$ cat config.mk
export PLATFORM = sky130hd
export DESIGN_NAME = smb_blkbuf
export DESIGN_NICKNAME = d
export VERILOG_FILES = /design/src/rtl/sbb_pkg.sv /design/src/rtl/sbb_mem.sv /design/src/rtl/sbb_ctl.sv /design/src/rtl/smb_blkbuf.sv
export SDC_FILE = /design/constraint.sdc
export NUM_CORES = 1
export LEC_CHECK = 0
export ABC_AREA = 0
export BUFFER_PORTS_ARGS = -buffer_cell sky130_fd_sc_hd__buf_4
export CORE_MARGIN = 2
export CORE_UTILIZATION = 45
export DETAILED_ROUTE_END_ITERATION = 8
export PLACE_DENSITY = 0.68
export SETUP_SLACK_MARGIN = 0.15
export SLEW_MARGIN = 20
export SYNTH_ARGS = -nofsm -noshare
export SYNTH_HDL_FRONTEND = slang
export SYNTH_HIERARCHICAL = 1
export SYNTH_SLANG_ARGS = --single-unit
export TNS_END_PERCENT = 20
$ cat constraint.sdc
create_clock -name clk_i -period 3.79 [get_ports clk_i]
set_input_delay 0.5685 -clock clk_i [delete_from_list [all_inputs] [get_ports clk_i]]
set_output_delay 0.5685 -clock clk_i [all_outputs]
set_load 0.02 [all_outputs]
$ cat src/rtl/sbb_pkg.sv
package sbb_pkg;
  localparam int unsigned BUF_BYTES = 32;
  localparam int unsigned BYTE_W    = 8;
  localparam int unsigned OFS_W     = 4;

  typedef enum logic [1:0] {ST_IDLE, ST_LEN, ST_DATA, ST_HOLD} sbb_state_e;

  localparam logic [OFS_W-1:0] OFS_STAT = 4'd0;
  localparam logic [OFS_W-1:0] OFS_CTRL = 4'd2;
  localparam logic [OFS_W-1:0] OFS_CNT  = 4'd5;
  localparam logic [OFS_W-1:0] OFS_BLK  = 4'd7;
  localparam logic [OFS_W-1:0] OFS_AUX  = 4'd13;

  localparam logic [2:0] KIND_SMB_BLK = 3'd5;
  localparam logic [2:0] KIND_I2C_BLK = 3'd6;
endpackage

$ cat src/rtl/sbb_mem.sv
module sbb_mem #(
  parameter int unsigned DEPTH = 32,
  parameter int unsigned DW    = 8,
  localparam int unsigned AW   = $clog2(DEPTH)
) (
  input  logic          clk_i,
  input  logic          rst_ni,
  input  logic          we_i,
  input  logic [AW-1:0] waddr_i,
  input  logic [DW-1:0] wdata_i,
  input  logic [AW-1:0] raddr_a_i,
  output logic [DW-1:0] rdata_a_o,
  input  logic [AW-1:0] raddr_b_i,
  output logic [DW-1:0] rdata_b_o
);
  logic [DW-1:0] cell_q [DEPTH];

  for (genvar e = 0; e < DEPTH; e++) begin : g_cell
    always_ff @(posedge clk_i or negedge rst_ni) begin
      if (!rst_ni) cell_q[e] <= '0;
      else if (we_i && waddr_i == AW'(e)) cell_q[e] <= wdata_i;
    end
  end

  assign rdata_a_o = cell_q[raddr_a_i];
  assign rdata_b_o = cell_q[raddr_b_i];
endmodule

$ cat src/rtl/sbb_ctl.sv
module sbb_ctl
  import sbb_pkg::*;
#(
  parameter int unsigned DEPTH = 32,
  parameter int unsigned DW    = 8,
  localparam int unsigned AW   = $clog2(DEPTH)
) (
  input  logic          clk_i,
  input  logic          rst_ni,
  input  logic          start_i,
  input  logic          smbus_i,
  input  logic          read_i,
  input  logic          buffered_i,
  input  logic          last_bit_i,
  input  logic [DW-1:0] cnt_i,
  input  logic [2:0]    clr_i,      // {byte_done, failed, done}
  input  logic          tx_ready_i,
  input  logic          rx_valid_i,
  input  logic [DW-1:0] rx_data_i,
  output logic [AW-1:0] pos_o,
  output logic          mode_o,
  output logic          tx_valid_o,
  output logic          tx_last_o,
  output logic          rx_ready_o,
  output logic          rx_final_o,
  output logic          mem_we_o,
  output logic          hold_we_o,
  output logic          len_we_o,
  output logic          start_o,
  output logic          abort_o,
  output logic          busy_o,
  output logic          byte_done_o,
  output logic          failed_o,
  output logic          done_o
);
  localparam logic [DW-1:0] DEPTH_W = DW'(DEPTH);

  sbb_state_e    state_q, state_d;
  logic [AW-1:0] pos_q, pos_d;
  logic          mode_q, dir_q, bd_q, fail_q, done_q, start_q, abort_q;
  logic          accept, set_bd, set_fail, set_done, abort_d;
  logic          tx_hs, rx_hs, last_by_cnt, len_bad, cnt_ok, fin;
  logic [DW-1:0] pos_next;

  assign pos_next    = DW'(pos_q) + DW'(1);
  assign last_by_cnt = (pos_next == cnt_i);
  assign len_bad     = (rx_data_i == '0) || (rx_data_i > DEPTH_W);
  assign cnt_ok      = (cnt_i != '0) && (cnt_i <= DEPTH_W);

  assign tx_valid_o = (state_q == ST_DATA) && !dir_q;
  assign rx_ready_o = ((state_q == ST_DATA) || (state_q == ST_LEN)) && dir_q;
  assign tx_last_o  = tx_valid_o && last_by_cnt;
  assign rx_final_o = (state_q == ST_DATA) && dir_q && (mode_q ? last_by_cnt : last_bit_i);
  assign tx_hs      = tx_valid_o && tx_ready_i;
  assign rx_hs      = rx_ready_o && rx_valid_i;
  assign fin        = dir_q ? rx_final_o : tx_last_o;

  assign mem_we_o  = rx_hs && (state_q == ST_DATA) && mode_q;
  assign hold_we_o = rx_hs && (state_q == ST_DATA) && !mode_q;
  assign len_we_o  = rx_hs && (state_q == ST_LEN) && !len_bad;

  always_comb begin
    state_d  = state_q;
    pos_d    = pos_q;
    accept   = 1'b0;
    set_bd   = 1'b0;
    set_fail = 1'b0;
    set_done = 1'b0;
    abort_d  = 1'b0;
    unique case (state_q)
      ST_IDLE: if (start_i) begin
        if (read_i && smbus_i) begin
          accept  = 1'b1;
          state_d = ST_LEN;
        end else if (cnt_ok) begin
          accept  = 1'b1;
          state_d = buffered_i ? ST_DATA : ST_HOLD;
        end else begin
          set_fail = 1'b1;
        end
        pos_d = '0;
      end
      ST_LEN: if (rx_hs) begin
        if (len_bad) begin
          set_fail = 1'b1;
          abort_d  = 1'b1;
          state_d  = ST_IDLE;
        end else begin
          state_d = ST_DATA;
        end
      end
      ST_DATA: if (tx_hs || rx_hs) begin
        set_bd = !mode_q;
        if (fin) begin
          set_done = 1'b1;
          state_d  = ST_IDLE;
        end else begin
          pos_d   = pos_q + 1'b1;
          state_d = mode_q ? ST_DATA : ST_HOLD;
        end
      end
      ST_HOLD: if (!bd_q) state_d = ST_DATA;
      default: state_d = ST_IDLE;
    endcase
  end

  always_ff @(posedge clk_i or negedge rst_ni) begin
    if (!rst_ni) begin
      state_q <= ST_IDLE;
      pos_q   <= '0;
      mode_q  <= 1'b0;
      dir_q   <= 1'b0;
      bd_q    <= 1'b0;
      fail_q  <= 1'b0;
      done_q  <= 1'b0;
      start_q <= 1'b0;
      abort_q <= 1'b0;
    end else begin
      state_q <= state_d;
      pos_q   <= pos_d;
      start_q <= accept;
      abort_q <= abort_d;
      if (accept) begin
        mode_q <= buffered_i;
        dir_q  <= read_i;
      end
      bd_q   <= (bd_q & ~clr_i[2]) | set_bd;
      fail_q <= (fail_q & ~clr_i[1]) | set_fail;
      done_q <= (done_q & ~clr_i[0]) | set_done;
    end
  end

  assign pos_o       = pos_q;
  assign mode_o      = mode_q;
  assign start_o     = start_q;
  assign abort_o     = abort_q;
  assign busy_o      = (state_q != ST_IDLE);
  assign byte_done_o = bd_q;
  assign failed_o    = fail_q;
  assign done_o      = done_q;


  tx_rx_excl_chk: assert property (@(posedge clk_i) disable iff (!rst_ni)
    !(tx_valid_o && rx_ready_o));


  byte_stall_chk: assert property (@(posedge clk_i) disable iff (!rst_ni)
    (!mode_q && bd_q && state_q != ST_IDLE) |-> (!tx_valid_o && !rx_ready_o));


  bad_len_chk: assert property (@(posedge clk_i) disable iff (!rst_ni)
    (state_q == ST_LEN && rx_hs && len_bad) |=> (state_q == ST_IDLE && fail_q && abort_o));


  final_end_chk: assert property (@(posedge clk_i) disable iff (!rst_ni)
    (rx_hs && rx_final_o) |=> (state_q == ST_IDLE && done_q));


  last_end_chk: assert property (@(posedge clk_i) disable iff (!rst_ni)
    (tx_hs && tx_last_o) |=> (state_q == ST_IDLE && done_q));
endmodule

$ cat src/rtl/smb_blkbuf.sv
module smb_blkbuf
  import sbb_pkg::*;
#(
  parameter int unsigned DEPTH = BUF_BYTES,
  localparam int unsigned DW   = BYTE_W,
  localparam int unsigned AW   = $clog2(DEPTH)
) (
  input  logic             clk_i,
  input  logic             rst_ni,
  input  logic             reg_req_i,
  input  logic             reg_we_i,
  input  logic [OFS_W-1:0] reg_addr_i,
  input  logic [DW-1:0]    reg_wdata_i,
  output logic [DW-1:0]    reg_rdata_o,
  input  logic             xfer_read_i,
  output logic             pec_en_o,
  output logic             start_o,
  output logic             abort_o,
  output logic             tx_valid_o,
  input  logic             tx_ready_i,
  output logic [DW-1:0]    tx_data_o,
  output logic             tx_last_o,
  input  logic             rx_valid_i,
  output logic             rx_ready_o,
  input  logic [DW-1:0]    rx_data_i,
  output logic             rx_final_o
);
  logic [1:0]    aux_q;
  logic [3:0]    cmd_q;
  logic [DW-1:0] cnt_q, hold_q, sw_rd, eng_rd, mem_wdata;
  logic [AW-1:0] idx_q, pos, mem_waddr;
  logic          wr, rd, ctrl_wr, start_req, blk_acc, mem_we;
  logic          mode, mem_we_e, hold_we_e, len_we_e, busy, bd, failed, done;
  logic [2:0]    new_kind, clr;

  assign wr        = reg_req_i && reg_we_i;
  assign rd        = reg_req_i && !reg_we_i;
  assign ctrl_wr   = wr && reg_addr_i == OFS_CTRL;
  assign new_kind  = reg_wdata_i[4:2];
  assign start_req = ctrl_wr && reg_wdata_i[6] &&
                     (new_kind == KIND_SMB_BLK || new_kind == KIND_I2C_BLK);
  assign blk_acc   = reg_req_i && reg_addr_i == OFS_BLK;
  assign clr       = (wr && reg_addr_i == OFS_STAT) ?
                     {reg_wdata_i[7], reg_wdata_i[4], reg_wdata_i[1]} : 3'b000;

  always_ff @(posedge clk_i or negedge rst_ni) begin
    if (!rst_ni) begin
      aux_q  <= '0;
      cmd_q  <= '0;
      cnt_q  <= '0;
      hold_q <= '0;
      idx_q  <= '0;
    end else begin
      if (wr && reg_addr_i == OFS_AUX) aux_q <= reg_wdata_i[1:0];
      if (ctrl_wr) cmd_q <= reg_wdata_i[5:2];
      if (len_we_e) cnt_q <= rx_data_i;
      else if (wr && reg_addr_i == OFS_CNT) cnt_q <= reg_wdata_i;
      if (hold_we_e) hold_q <= rx_data_i;
      else if (wr && blk_acc && !aux_q[1]) hold_q <= reg_wdata_i;
      if (rd && reg_addr_i == OFS_CTRL) idx_q <= '0;
      else if (blk_acc && aux_q[1]) idx_q <= idx_q + 1'b1;
    end
  end

  assign mem_we    = mem_we_e || (wr && blk_acc && aux_q[1]);
  assign mem_waddr = mem_we_e ? pos : idx_q;
  assign mem_wdata = mem_we_e ? rx_data_i : reg_wdata_i;

  sbb_mem #(.DEPTH(DEPTH), .DW(DW)) u_mem (
    .clk_i     (clk_i),
    .rst_ni    (rst_ni),
    .we_i      (mem_we),
    .waddr_i   (mem_waddr),
    .wdata_i   (mem_wdata),
    .raddr_a_i (idx_q),
    .rdata_a_o (sw_rd),
    .raddr_b_i (pos),
    .rdata_b_o (eng_rd)
  );

  sbb_ctl #(.DEPTH(DEPTH), .DW(DW)) u_ctl (
    .clk_i       (clk_i),
    .rst_ni      (rst_ni),
    .start_i     (start_req),
    .smbus_i     (new_kind == KIND_SMB_BLK),
    .read_i      (xfer_read_i),
    .buffered_i  (aux_q[1]),
    .last_bit_i  (cmd_q[3]),
    .cnt_i       (cnt_q),
    .clr_i       (clr),
    .tx_ready_i  (tx_ready_i),
    .rx_valid_i  (rx_valid_i),
    .rx_data_i   (rx_data_i),
    .pos_o       (pos),
    .mode_o      (mode),
    .tx_valid_o  (tx_valid_o),
    .tx_last_o   (tx_last_o),
    .rx_ready_o  (rx_ready_o),
    .rx_final_o  (rx_final_o),
    .mem_we_o    (mem_we_e),
    .hold_we_o   (hold_we_e),
    .len_we_o    (len_we_e),
    .start_o     (start_o),
    .abort_o     (abort_o),
    .busy_o      (busy),
    .byte_done_o (bd),
    .failed_o    (failed),
    .done_o      (done)
  );

  assign tx_data_o = mode ? eng_rd : hold_q;
  assign pec_en_o  = aux_q[0];

  always_comb begin
    reg_rdata_o = '0;
    unique case (reg_addr_i)
      OFS_STAT: reg_rdata_o = {bd, 2'b00, failed, 2'b00, done, busy};
      OFS_CTRL: reg_rdata_o = {2'b00, cmd_q, 2'b00};
      OFS_CNT:  reg_rdata_o = cnt_q;
      OFS_BLK:  reg_rdata_o = aux_q[1] ? sw_rd : hold_q;
      OFS_AUX:  reg_rdata_o = {6'b0, aux_q};
      default:  reg_rdata_o = '0;
    endcase
  end


  idx_clr_chk: assert property (@(posedge clk_i) disable iff (!rst_ni)
    (rd && reg_addr_i == OFS_CTRL) |=> (idx_q == '0));


  pec_follow_chk: assert property (@(posedge clk_i) disable iff (!rst_ni)
    (wr && reg_addr_i == OFS_AUX) |=> (pec_en_o == $past(reg_wdata_i[0])));
endmodule

==> reports/results.txt <==
largest net degree at the start of global routing = 122
Setup crit end kind = output pin
drt pass-1 iters = 5
clock root buffer = clkbuf_16
Top cell by count, worst path = buf_4
via count of the routed design = 10900
Worst setup startpoint = idx_q[1]$_DFFE_PN0P_
wire length per cell = 27.0 µm
Yosys top cell by area = dfrtp_1
Power Density = 454 nW/µm²
DPL Wire Length = 29.9 mm
CP max stage cell = mux4_2
fin worst setup slack = -0.0228 ns
Mapped Nets = 1173
failing checks = negative setup slack
Yosys cell types = 67
global placer's final weighted congestion = 0.942
placed cells = 1625
CP Cell Sequence = buf_4 > buf_4 > mux4_2 > mux4_2 > mux2_2 > mux2i_1 > o221ai_1 > buf_4
GRT overflow = 0
hold path start = xfer_read_i
RSZ-0062 raised after global routing = true
Synth area leaders = dfrtp_1 44%, mux4_2 21%, mux2_2 20%, clkbuf_1 1.2%, nor2b_1 1.0%
final worst path period share = 101%
total wire length = 45.8 mm
Seq/Total Area, Yosys = 44.3%
PortBufs = 49
Die Wd = 197 µm
Crit path buffers/inverters = 3
Finished Layout Cells = 1700
Worst-Margin Slew = 0.950 ns
vias in the first global route = 11300
CP startpoint kind = flip-flop
Top delay family on crit path = multiplexers
Peak VDD IR = 0.363 mV
Max Cap Violations = 0
gr usage total = 24.2%
cell area after layout = 19400 µm²
Slew HR = 36.2%
Final #Nets = 1242
max-slew violation count = 0
Initial Util = 45.7%
Die Ht = 197 µm
Gate Count Post-Synth = 1140
Final setup viols = 2
r2r startpoint = u_ctl/state_q[1]$_DFFE_PN0P_
synth warn = 6
Longest Clk Path Bufs = 3
Lkg Pwr = 8.63 nW
I/O pins = 50
Num Clock Sinks = 297
worst path required time = 3.22 ns
Worst Skew = 0.0255 ns
Critical Path AT = 3.24 ns
Die Area = 38900 µm²
Avg Inst Size Synth = 14.7 µm²
number of flops mapped to enable cells by yosys = 0
Synth top cells by count = 297 x dfrtp_1, 297 x mux2_2, 160 x mux4_2
dominant synthesized flop cell = dfrtp_1
post-layout min period = 3.81 ns
delay of the slowest critical-path stage = 0.56 ns
worst skew pair latency = 0.54 ns
antenna viol nets, final = 0
CP Class = flip-flop to output pin
top cell type's share of synthesized area = 44.3%
Max H-tree Level = 2
cell area after placement = 18000 µm²
Initial DRC Count = 904
antenna violations before repair = 1
Layout area overhead = 15.7%
asr flop ratio synth = 100%
min-delay worst type = input port to flip-flop
status = complete, but fails checks
Hold Fails Final Rpt = 0
Mapped Area = 16800 µm²
fillcell total = 2938
CTS Buf Count = 34
routed vias/inst = 6.44
first-pass GRT wire length = 70.6 mm
DR DRC count = 0
share of cells above drive strength 1 = 53.8%
CTS tree = done
Core Region = 36700 µm²
clock slew at reported path FFs = 0.06 ns
crit path max fanout = 5
Row Count = 70
FMAX = 0.262 GHz
Yosys reg bits = 297
Fin Hold WS = 0.278 ns
==> layout make-up <==
type                            instances  area, µm²  share of cell area [%]
Antenna cell                            1       2.50                  0.0129
Timing Repair Buffer                  126       1260                    6.52
Sequential cell                       297       7450                    38.4
Tap cell                              468        586                    3.02
Multi-Input combinational cell        735       8970                    46.2
Clock inverter                          4       67.6                   0.348
Inverter                               15       56.3                   0.290
Clock buffer                           54       1020                    5.23
==> report_power, final <==
part	total, mW	internal, mW	switching (mW)
registers	3.54	3.33	0.218
clock network	3.22	1.86	1.37
logic	2.05	0.958	1.09
==> worst register-to-register path: stages, from the launching register on <==
cell	delay [ns]
dfrtp_1	0.41
inv_1	0.08
ha_1	0.29
and3_1	0.25
and3_2	0.37
mux2_2	0.46
nor4b_1	0.56
buf_4	0.21
nand2_1	0.38
mux2_2	0.43
==> layout by cell type (no fill, tap or decap), drive strengths merged, types with 22 or more instances in the layout <==
cell type  synthesis  routed
nor2              23      23
mux2             301     301
buf               39     125
o21ai             23      23
dfrtp            297     297
mux4             160     160
nor2b             28      28
clkbuf            54      54
a21oi             22      22
nand2             29      29
==> repair_timing <==
item                                    in CTS  in global routing
buffers inserted                            13                  1
endpoints found under the setup margin      16                128
resized for setup                           36                 13
endpoints found under the hold margin        0                  1
hold buffers                                 0                  1
==> metal layers <==
metal  global-route usage (%)  vias up  wire (µm)
li1                         -     4585          -
met1                     33.6     5880      19200
met2                     38.0      379      21900
met3                     4.49      105       2870
met4                     9.69        0       1890
met5                        0        -          0
==> final timing paths <==
check / depth (start not counted) / end / slack [ns]
worst max-delay path: 8 / reg_rdata_o[0] / -0.02
worst min-delay path: 3 / u_ctl/dir_q$_DFFE_PN0P_ / 0.28
worst max register to register: 9 / u_mem/cell_q[189]$_DFFE_PN0P_ / 0.23
worst min register to register: 1 / cmd_q[0]$_DFFE_PN0P_ / 0.52
max in group asynchronous: 4 / hold_q[0]$_DFFE_PN0P_ / 2.10
min in group asynchronous: 2 / u_mem/cell_q[185]$_DFFE_PN0P_ / 0.57
==> per-stage QoR <==
| step | setup slack, ns | utilization, % | total power, mW | setup TNS, ns |
|---|---|---|---|---|
| 3_3_place_gp | 0.241 | 49.0 | 5.51 | 0 |
| 6_report | -0.0228 | 52.9 | 8.81 | -0.0407 |
| 5_1_grt | -0.0711 | 52.9 | 9.17 | -0.380 |
| 4_1_cts | -0.0262 | 52.6 | 8.84 | -0.0432 |
| 2_1_floorplan | 0.587 | - | 4.82 | 0 |
| 3_5_place_dp | 0.174 | 49.0 | 5.52 | 0 |
==> kinds of logic (layout without fill, tap and decap cells) <==
group                      after synthesis  after routing  share of synthesized area, %
and+or+nand+nor                        162            162                          5.96
other                                    0              1                             0
muxes                                  471            471                          42.4
xor gates and xnor gates                 8              8                         0.418
adders and majority gates                6              6                         0.447
AOI/OAI and AO/OA                       88             88                          3.61
buffers and inverters                  108            199                          2.92
DFF                                    297            297                          44.3
==> flip-flops by register name (all words and copies together), names as in the netlist, 2 cells and up <==
signal,count
u_ctl/state_q,2
hold_q,8
cmd_q,4
aux_q,2
idx_q,5
u_mem/cell_q,256
u_ctl/pos_o,5
cnt_q,8
No activity file was read; power rests on OpenSTA's default activity.
